[src/rtl/bscan_pkg.sv]
// Package: shared pad-kind type and constant functions for the scan chain.
// Assumes kind lists are packed 2 bits per pad with pad 0 in the low bits,
// zero-extended to MAX_PADS entries.
package bscan_pkg;

    localparam int MAX_PADS = 64;
    localparam int KINDS_W  = 2 * MAX_PADS;

    typedef enum logic [1:0] {
        KIND_IN    = 2'd0,
        KIND_OUT   = 2'd1,
        KIND_TRI   = 2'd2,
        KIND_BIDIR = 2'd3
    } pad_kind_e;

    function automatic pad_kind_e kind_at(input logic [KINDS_W-1:0] kinds, input int p);
        return pad_kind_e'(kinds[2*p +: 2]);
    endfunction

    function automatic bit has_in(input pad_kind_e k);
        return (k == KIND_IN) || (k == KIND_BIDIR);
    endfunction

    function automatic bit has_out(input pad_kind_e k);
        return (k != KIND_IN);
    endfunction

    function automatic bit has_oe(input pad_kind_e k);
        return (k == KIND_TRI) || (k == KIND_BIDIR);
    endfunction

    function automatic int wire_bits(input pad_kind_e k);
        return 2 * (int'(has_in(k)) + int'(has_out(k)) + int'(has_oe(k)));
    endfunction

    // First chain index used by pad p (equals total length when p = pad count).
    function automatic int pad_base(input logic [KINDS_W-1:0] kinds, input int p);
        int acc = 0;
        for (int q = 0; q < MAX_PADS; q++) begin
            if (q < p) acc += wire_bits(kind_at(kinds, q));
        end
        return acc;
    endfunction

    // sel 0: has input, 1: has output, 2: has enable, 3: output-only kind.
    function automatic logic [MAX_PADS-1:0] kind_mask(input logic [KINDS_W-1:0] kinds,
                                                      input int n, input int sel);
        logic [MAX_PADS-1:0] m = '0;
        for (int q = 0; q < MAX_PADS; q++) begin
            if (q < n) begin
                case (sel)
                    0:       m[q] = has_in(kind_at(kinds, q));
                    1:       m[q] = has_out(kind_at(kinds, q));
                    2:       m[q] = has_oe(kind_at(kinds, q));
                    default: m[q] = (kind_at(kinds, q) == KIND_OUT);
                endcase
            end
        end
        return m;
    endfunction

endpackage

[src/rtl/bscan_cell.sv]
// Module: one shift stage of the scan chain.
// Loads its capture value on capture, else takes the serial input on shift.
// Assumes capture and shift are not both asserted by the controller; capture wins.
module bscan_cell (
    input  logic clk,
    input  logic rst_n,
    input  logic capture_dr,
    input  logic shift_dr,
    input  logic cap_val,
    input  logic si,
    output logic q
);

    // Shift flop: reset, capture, or shift.
    always_ff @(posedge clk) begin
        if (!rst_n)          q <= 1'b0;
        else if (capture_dr) q <= cap_val;
        else if (shift_dr)   q <= si;
    end

endmodule

[src/rtl/bscan_wire_tap.sv]
// Module: interception of one pad wire.
// Holds a core-side and a pad-side shift cell; the pad-side cell is nearer tdi.
// DRIVE_CORE = 1 for an input wire (pad to core): the pad-side cell observes
// the pad and the core-side cell, through an update latch, drives the core.
// DRIVE_CORE = 0 for an output wire (core to pad): the roles swap.
// The destination mux selects the update latch in scan mode, else the source.
module bscan_wire_tap #(
    parameter bit DRIVE_CORE = 1'b1
) (
    input  logic clk,
    input  logic rst_n,
    input  logic scan_mode,
    input  logic capture_dr,
    input  logic shift_dr,
    input  logic update_dr,
    input  logic src,
    output logic dst,
    input  logic si,
    output logic so
);

    logic core_q, pad_q, upd_q;
    logic core_cap, pad_cap, upd_d;

    if (DRIVE_CORE) begin : g_drive_core
        assign core_cap = upd_q;
        assign pad_cap  = src;
        assign upd_d    = core_q;
    end else begin : g_drive_pad
        assign core_cap = src;
        assign pad_cap  = upd_q;
        assign upd_d    = pad_q;
    end

    bscan_cell u_pad_cell (
        .clk(clk), .rst_n(rst_n), .capture_dr(capture_dr), .shift_dr(shift_dr),
        .cap_val(pad_cap), .si(si), .q(pad_q)
    );

    bscan_cell u_core_cell (
        .clk(clk), .rst_n(rst_n), .capture_dr(capture_dr), .shift_dr(shift_dr),
        .cap_val(core_cap), .si(pad_q), .q(core_q)
    );

    // Update latch: changes only on update, so shifting leaves outputs still.
    always_ff @(posedge clk) begin
        if (!rst_n)         upd_q <= 1'b0;
        else if (update_dr) upd_q <= upd_d;
    end

    assign dst = scan_mode ? upd_q : src;
    assign so  = core_q;

endmodule

[src/rtl/bscan_chain.sv]
// Module: boundary scan chain across a parameterised list of pads.
// Each pad kind taps only the wires it has; absent wires get fixed values.
// Chain index 0 feeds tdo; tdi enters at the last index.
// Assumes an external controller sequences capture/shift/update on clk.
module bscan_chain #(
    parameter int                    NUM_PADS  = 4,
    parameter logic [2*NUM_PADS-1:0] PAD_KINDS = 8'hE4
) (
    input  logic                clk,
    input  logic                rst_n,
    input  logic                scan_mode,
    input  logic                capture_dr,
    input  logic                shift_dr,
    input  logic                update_dr,
    input  logic                tdi,
    output logic                tdo,
    input  logic [NUM_PADS-1:0] pad_i,
    output logic [NUM_PADS-1:0] core_i,
    input  logic [NUM_PADS-1:0] core_o,
    input  logic [NUM_PADS-1:0] core_oe,
    output logic [NUM_PADS-1:0] pad_o,
    output logic [NUM_PADS-1:0] pad_oe
);

    import bscan_pkg::*;

    localparam logic [KINDS_W-1:0] KINDS_EXT = KINDS_W'(PAD_KINDS);
    localparam int CHAIN_LEN = pad_base(KINDS_EXT, NUM_PADS);

    logic [CHAIN_LEN:0]  link;
    logic [NUM_PADS-1:0] unused_pad_i, unused_core_o, unused_core_oe;

    assign link[CHAIN_LEN] = tdi;
    assign tdo             = link[0];

    for (genvar p = 0; p < NUM_PADS; p++) begin : g_pad
        localparam pad_kind_e KIND    = kind_at(KINDS_EXT, p);
        localparam int        BASE    = pad_base(KINDS_EXT, p);
        localparam int        OUT_OFF = BASE + (has_in(KIND) ? 2 : 0);
        localparam int        OE_OFF  = OUT_OFF + 2;

        // Input wire: pad to core.
        if (has_in(KIND)) begin : g_in
            bscan_wire_tap #(.DRIVE_CORE(1'b1)) u_tap (
                .clk(clk), .rst_n(rst_n), .scan_mode(scan_mode),
                .capture_dr(capture_dr), .shift_dr(shift_dr), .update_dr(update_dr),
                .src(pad_i[p]), .dst(core_i[p]),
                .si(link[BASE+2]), .so(link[BASE])
            );
            assign unused_pad_i[p] = 1'b0;
        end else begin : g_no_in
            assign core_i[p]       = 1'b0;
            assign unused_pad_i[p] = pad_i[p];
        end

        // Output wire: core to pad.
        if (has_out(KIND)) begin : g_out
            bscan_wire_tap #(.DRIVE_CORE(1'b0)) u_tap (
                .clk(clk), .rst_n(rst_n), .scan_mode(scan_mode),
                .capture_dr(capture_dr), .shift_dr(shift_dr), .update_dr(update_dr),
                .src(core_o[p]), .dst(pad_o[p]),
                .si(link[OUT_OFF+2]), .so(link[OUT_OFF])
            );
            assign unused_core_o[p] = 1'b0;
        end else begin : g_no_out
            assign pad_o[p]         = 1'b0;
            assign unused_core_o[p] = core_o[p];
        end

        // Output enable wire: core to pad; output-only pads drive permanently.
        if (has_oe(KIND)) begin : g_oe
            bscan_wire_tap #(.DRIVE_CORE(1'b0)) u_tap (
                .clk(clk), .rst_n(rst_n), .scan_mode(scan_mode),
                .capture_dr(capture_dr), .shift_dr(shift_dr), .update_dr(update_dr),
                .src(core_oe[p]), .dst(pad_oe[p]),
                .si(link[OE_OFF+2]), .so(link[OE_OFF])
            );
            assign unused_core_oe[p] = 1'b0;
        end else begin : g_no_oe
            assign pad_oe[p]         = (KIND == KIND_OUT);
            assign unused_core_oe[p] = core_oe[p];
        end
    end

endmodule

[config.mk]
export PLATFORM = sky130hd
export DESIGN_NAME = bscan_chain
export DESIGN_NICKNAME = d
export VERILOG_FILES = /design/src/rtl/bscan_pkg.sv /design/src/rtl/bscan_cell.sv /design/src/rtl/bscan_wire_tap.sv /design/src/rtl/bscan_chain.sv
export SDC_FILE = /design/constraint.sdc
export NUM_CORES = 1
export LEC_CHECK = 0
export BUFFER_PORTS_ARGS = -buffer_cell sky130_fd_sc_hd__buf_2
export CORE_MARGIN = 4
export CORE_UTILIZATION = 45
export DETAILED_ROUTE_END_ITERATION = 16
export PLACE_DENSITY_LB_ADDON = 0.25
export SLEW_MARGIN = 15
export SYNTH_ARGS = -nofsm -noshare
export SYNTH_HDL_FRONTEND = slang
export SYNTH_SLANG_ARGS = --single-unit
[constraint.sdc]
create_clock -name clk -period 0.95 [get_ports clk]
set_input_delay 0.0475 -clock clk [delete_from_list [all_inputs] [get_ports clk]]
set_output_delay 0.0475 -clock clk [all_outputs]
set_load 0.1 [all_outputs]
==> results of run 1 <==
==> registers in the layout, summed over array words and instances, names as in the netlist <==
register,flops
g_pad.g_out.u_tap.pad_cap,3
g_pad.g_out.u_tap.u_core_cell.q,3
g_pad.g_out.u_tap.u_pad_cell.q,3
g_pad.g_in.u_tap.core_cap,2
g_pad.g_in.u_tap.u_core_cell.q,2
g_pad.g_in.u_tap.u_pad_cell.q,2
g_pad.g_oe.u_tap.pad_cap,2
g_pad.g_oe.u_tap.u_core_cell.q,2
g_pad.g_oe.u_tap.u_pad_cell.q,2
==> final timing paths <==
path | to | slack (ps) | cells after the start
max | pad_oe[2] | -190 | 2
max reg2reg | g_pad[3].g_in.u_tap.u_core_cell.q$_SDFFE_PN0P_ | 20 | 4
min | g_pad[3].g_in.u_tap.u_pad_cell.q$_SDFFE_PN0P_ | 60 | 3
min reg2reg | g_pad[3].g_out.u_tap.pad_cap$_SDFFE_PN0P_ | 540 | 2
==> kinds of logic (layout without fill, tap and decap cells) <==
logic type / count (synthesis) / count (layout) / share of synthesized area [%]
AOI/OAI and AO/OA: 14 / 14 / 11.9
buffers and inverters: 19 / 35 / 11.0
DFF: 21 / 21 / 35.7
muxes: 28 / 28 / 29.2
other: 2 / 5 / 0.637
and+or+nand+nor: 21 / 21 / 11.6
==> tightest hold or removal path: cells and delay by family <==
kind	cells	cell delay (ps)
AO/OA/AOI/OAI	1	130
buffers and inverters	1	80
AND/OR/NAND/NOR	1	90
==> cell usage in the layout (no fill, tap or decap) <==
master / synthesis / final
nand2b_1: 10 / 8
mux2i_1: 7 / 7
or2b_1: 4 / 4
conb_1: 2 / 5
clkbuf_4: 0 / 3
nor2b_1: 7 / 7
o211a_1: 14 / 14
dfxtp_1: 21 / 13
clkbuf_1: 3 / 1
nand2b_4: 0 / 2
buf_4: 13 / 9
buf_2: 2 / 13
dfxtp_2: 0 / 7
mux2_2: 11 / 4
mux2_4: 10 / 17
buf_12: 0 / 9
dfxtp_4: 0 / 1
==> power groups by stage <==
stage                     Clock, mW  Sequential (mW)  Combinational (mW)
final                         0.435            0.963               0.683
after global routing          0.496            0.970               0.716
after global placement            0            0.979               0.605
after floorplan                   0            0.987               0.499
after CTS                     0.453            0.963               0.673
after detailed placement          0            0.981               0.614
==> stage by stage <==
| stage | util (%) | hold WS, ps | cell area [µm²] | cells |
|---|---|---|---|---|
| 5_1_grt | 60.2 | 66.4 | 1490 | 154 |
| 2_1_floorplan | - | 176 | 1190 | 108 |
| 4_1_cts | 58.9 | 54.2 | 1460 | 152 |
| 3_3_place_gp | 53.4 | 371 | 1320 | 144 |
| 6_report | 60.2 | 61.5 | 1490 | 154 |
| 3_5_place_dp | 53.4 | 385 | 1320 | 144 |
==> layer usage <==
| layer | vias to the layer above | track usage, % | part of all wire, % |
|---|---|---|---|
| met5 | - | 0 | 0 |
| met2 | 19 | 23.0 | 50 |
| met3 | 5 | 5.01 | 5.2 |
| met4 | 0 | 3.88 | 1.4 |
| li1 | 385 | - | - |
| met1 | 376 | 17.4 | 44 |
==> area by class of cell <==
class | instances | area, µm² | share of cell area (%)
clock buffers | 4 | 26.3 | 1.76
multi-input cells | 68 | 681 | 45.7
well taps | 30 | 37.5 | 2.52
repair buffers | 31 | 313 | 21.0
flip-flops and latches | 21 | 433 | 29.1
==> what timing repair did <==
item / 4_1_cts / 5_1_grt
buffers inserted: 4 / 2
gates resized for setup: 26 / 2
setup endpoints to repair: 7 / 7
gates cloned: 0 / 0
==> impl_results.md, run 1 <==
- Total Nets Final: 144
- Core ar.: 2480 µm²
- Failing checks: setup timing
- CTS tree: yes
- Worst-path clk slew: 120 ps
- Fmax: 874 MHz
- DP HPWL: 1490 µm
- Final GP Congestion: 0.671
- Critical Path Start Type: flop
- Port Buf Inserts: 21
- Leakage power: 0.802 nW
- # H-tree levels: 1
- Status: complete, but fails checks
- Hold Path Class: input port to flop
- Async S/R FF share, synth: 0%
- Top post-synthesis cells by count: 21 x dfxtp_1, 14 x o211a_1, 13 x buf_4
- Largest net degree at the start of global routing: 22
- Crit path time final: 1140 ps
- Sw Share: 33.6%
- Layout cells sized above 1: 52.4%
- IO Pins: 32
- Most numerous cell in the Yosys netlist: dfxtp_1
- Site Rows: 18
- Number of synthesized flops with an enable pin: 0
- Synth Instances: 105
- Net Sw Power: 0.699 mW
- CP startpoint: g_pad[2].g_oe.u_tap.pad_cap$_SDFFE_PN0P_
- Reg2reg start: g_pad[3].g_in.u_tap.core_cap$_SDFFE_PN0P_
- Die area: 3500 µm²
- Routed Antenna Nets: 0
- Drt drc: 0
- Die W: 59.2 µm
- Antenna cell count: 0
- First-pass GRT wire length: 3640 µm
- RSZ-0062 raised after global routing: true
- First drt pass iteration count: 4
- Final setup viols: 7
- Setup TNS after final layout: -1270 ps
- P per Cell Area: 1400 nW/µm²
- Initial drt markers: 7
- Post-Synthesis Cell Area: 1180 µm²
- Number of global-route vias before repair: 753
- Total Routing Usage GR: 14.1%
- Via/cell ratio: 5.10
- Total Wirelength: 2310 µm
- Crit end category: output port
- Final Hold Vio Count: 0
- WP buf/inv: 1
- Final Cycle Share: 120%
- Setup slack at placement: -27.8 ps
- Layout area overhead: 26.4%
- Fillers: 205
- Top_reg_cell synth: dfxtp_1
- Vias: 785
- Hold_sp: pad_i[3]
- Die Ht: 59.2 µm
- Max Slew Vio Count: 0
- Max clock buf depth: 2
- Sequential Power Share: 46.3%
- Register bit total from synthesis: 21
- Largest cells by area after synthesis: dfxtp_1 36%, mux2_4 13%, o211a_1 12%
- CP arrival: 1100 ps
- Avg WL per Cell: 15.0 µm
- Avg Cell Area, Syn: 11.2 µm²
- Combinational share of power: 32.8%
- Slowest stage delay, CP: 350 ps
- Warnings from Yosys: 0
- CTS buffer count: 3
- Top Family by Delay on Critical Path: flip-flops
- Clock group share of total power: 20.9%
- Total Power: 2.08 mW
- CTS sink cnt: 21
- WP data required: 900 ps
- Skew final: 6.51 ps
- Register area share after synthesis: 35.7%
- Crit path cell chain: mux2_4 -> buf_12
- Initial antenna violation count: 0
- Max FO, Critical Path: 3
- Grt total ovfl: 0
- Post-synthesis cell type count: 13
- WS Path Type: flop to output port
- Skew-Pair Late Insertion Delay: 310 ps
- Max-cap viol count: 0
- Slowest library cell on the worst path: dfxtp_2
- Hold buffers post-CTS: 0
- CTS root buf: clkbuf_4
- Internal: 1.38 mW
- Initial Util: 47.6%
- PnR worst setup slack: -194 ps
- Maximum vdd drop: 0.00132 V
- Post-synth top area share: 35.7%
- Yosys top cell by area: dfxtp_1
Power figures use the tool's default switching activity.
==> run 2: changes to the inputs <==
Settings changed: CORE_ASPECT_RATIO set to 1.2.
==> impl_results.md, run 2 (synthesis gave the netlist of run 1 again) <==
- Status: complete, but fails checks (unchanged)
- Failing checks: setup timing (unchanged)
- Hold Path Class: input port to flop (unchanged)
- Initial antenna violation count: 0 (unchanged)
- CTS sink cnt: 21 (unchanged)
- PnR worst setup slack: -187 ps (was -194 ps)
- Drt drc: 0 (unchanged)
- Sequential Power Share: 46.3% (about the same)
- Most frequent cells in the layout: 17 x mux2_4, 14 x o211a_1, 13 x dfxtp_1, 13 x buf_2 (unchanged)
- Hold path depth: 3 (unchanged)
- Skew final: 3.77 ps (was 6.51 ps)
- Total Nets Final: 142 (was 144)
- Crit path cell chain: mux2_4 -> buf_12 (unchanged)
- Max FO, Critical Path: 3 (unchanged)
- Crit path time final: 1140 ps (about the same)
- Max Slew Vio Count: 0 (unchanged)
- Most common cell after layout, fill and taps aside: mux2_4 (unchanged)
- Clock group share of total power: 21.3% (was 20.9%)
- Largest net degree at the start of global routing: 22 (unchanged)
- Slowest stage delay, CP: 350 ps (about the same)
- CP arrival: 1090 ps (was 1100 ps)
- Fin util: 58.5% (was 60.2%)
- Skew-Pair Late Insertion Delay: 300 ps (was 310 ps)
- Site Rows: 20 (was 18)
- Fillers: 225 (was 205)
- Net Sw Power: 0.710 mW (was 0.699 mW)
- DP HPWL: 1430 µm (was 1490 µm)
- # H-tree levels: 1 (unchanged)
- Combinational share of power: 32.5% (was 32.8%)
- Final setup viols: 7 (unchanged)
- Total Routing Usage GR: 13.7% (was 14.1%)
- Antenna cell count: 0 (unchanged)
- DP Cell Count: 145 (was 144)
- Die Ht: 64.1 µm (was 59.2 µm)
- Port Buf Inserts: 21 (unchanged)
- Routed Antenna Nets: 0 (unchanged)
- Fmax: 879 MHz (was 874 MHz)
- Final Hold Vio Count: 0 (unchanged)
- CTS root buf: clkbuf_4 (unchanged)
- Slowest library cell on the worst path: dfxtp_2 (unchanged)
- WP data required: 900 ps (about the same)
- RSZ-0062 raised after global routing: true (unchanged)
- First-pass GRT wire length: 3560 µm (was 3640 µm)
- Die area: 3510 µm² (was 3500 µm²)
- Leakage power: 0.796 nW (was 0.802 nW)
- Crit end category: output port (unchanged)
- First drt pass iteration count: 4 (unchanged)
- Max-cap viol count: 0 (unchanged)
- CTS tree: yes (unchanged)
- Max clock buf depth: 2 (unchanged)
- Worst-path clk slew: 120 ps (about the same)
- Layout Cells excl Fill: 155 (was 154)
- Reg area: 433 µm² (unchanged)
- Final Cycle Share: 120% (about the same)
- WS Path Type: flop to output port (unchanged)
- Vias: 773 (was 785)
- Avg WL per Cell: 13.9 µm (was 15.0 µm)
- Multi-input logic area: 666 µm² (was 681 µm²)
- Total Wirelength: 2160 µm (was 2310 µm)
- Initial Util: 46.6% (was 47.6%)
- IO Pins: 32 (unchanged)
- Sw Share: 34.1% (was 33.6%)
- Maximum vdd drop: 0.000897 V (was 0.00132 V)
- Die W: 54.7 µm (was 59.2 µm)
- CTS buffer count: 3 (unchanged)
- Core ar.: 2530 µm² (was 2480 µm²)
- Layout area overhead: 25.4% (was 26.4%)
- Layout cells sized above 1: 50.8% (was 52.4%)
- Initial drt markers: 10 (was 7)
- Total Power: 2.08 mW (about the same)
- Via/cell ratio: 4.99 (was 5.10)
- Worst Reg-to-Reg Cells: 2 (was 4)
- Number of global-route vias before repair: 787 (was 753)
- Hold buffers post-CTS: 0 (unchanged)
- Final GP Congestion: 0.709 (was 0.671)
- Grt total ovfl: 0 (unchanged)
- P per Cell Area: 1410 nW/µm² (was 1400 nW/µm²)
- Critical Path Start Type: flop (unchanged)
- Internal: 1.37 mW (was 1.38 mW)
-- run 2: repair_timing --
item,4_1_cts,5_1_grt
endpoints found under the hold margin,0,0
setup buffers,6,0
resized for setup,30,0
setup endpoints to repair,7,8
-- run 2: cell type report --
cell class              count  area share, %
repair buffers             29           21.0
clock buffers               3           1.52
flip-flops and latches     21           29.3
clock inverters             1          0.339
multi-input cells          68           45.0
well taps                  33           2.79
-- run 2: path summary, 6_finish.rpt --
check,slack (ps),from,end
setup / recovery,-190,g_pad[3].g_oe.u_tap.pad_cap$_SDFFE_PN0P_,pad_oe[3]
hold / removal,70,core_o[1],g_pad[1].g_out.u_tap.u_core_cell.q$_SDFFE_PN0P_
setup reg to reg,20,g_pad[0].g_in.u_tap.u_core_cell.q$_SDFFE_PN0P_,g_pad[0].g_in.u_tap.u_core_cell.q$_SDFFE_PN0P_
hold reg to reg,550,g_pad[1].g_out.u_tap.u_pad_cell.q$_SDFFE_PN0P_,g_pad[1].g_out.u_tap.pad_cap$_SDFFE_PN0P_
-- run 2: power groups by stage --
stage / Sequential [mW] / Clock, mW / Combinational [mW]
2_1_floorplan: 0.987 / 0 / 0.499
3_3_place_gp: 0.979 / 0 / 0.595
3_5_place_dp: 0.982 / 0 / 0.603
4_1_cts: 0.963 / 0.454 / 0.678
5_1_grt: 0.970 / 0.485 / 0.707
6_report: 0.963 / 0.443 / 0.676
-- run 2: through the flow --
step / TNS (ps) / hold slack [ps] / setup slack, ps / instance area [µm²]
finish: -1250 / 66.8 / -187 / 1480
global route: -1500 / 69.8 / -218 / 1480
CTS: -1300 / 55.6 / -189 / 1480
detailed placement: -121 / 376 / -22.4 / 1310
global placement: -40.9 / 372 / -12.3 / 1310
floorplan: -76.2 / 176 / -76.2 / 1190
-- run 2: worst max-delay path, delay by kind of cell (launching register included) --
family | cells | cell delay [ps]
flip-flops | 1 | 350
multiplexers | 1 | 270
buffers and inverters | 1 | 170
-- run 2: per-layer routing --
metal  global-route usage, %  vias up  share of wire (%)
met5                       0        -                  0
met4                    4.67        0               0.97
met3                    2.80        2                4.8
met2                    22.2       19                 49
met1                    17.3      373                 45
li1                        -      379                  -
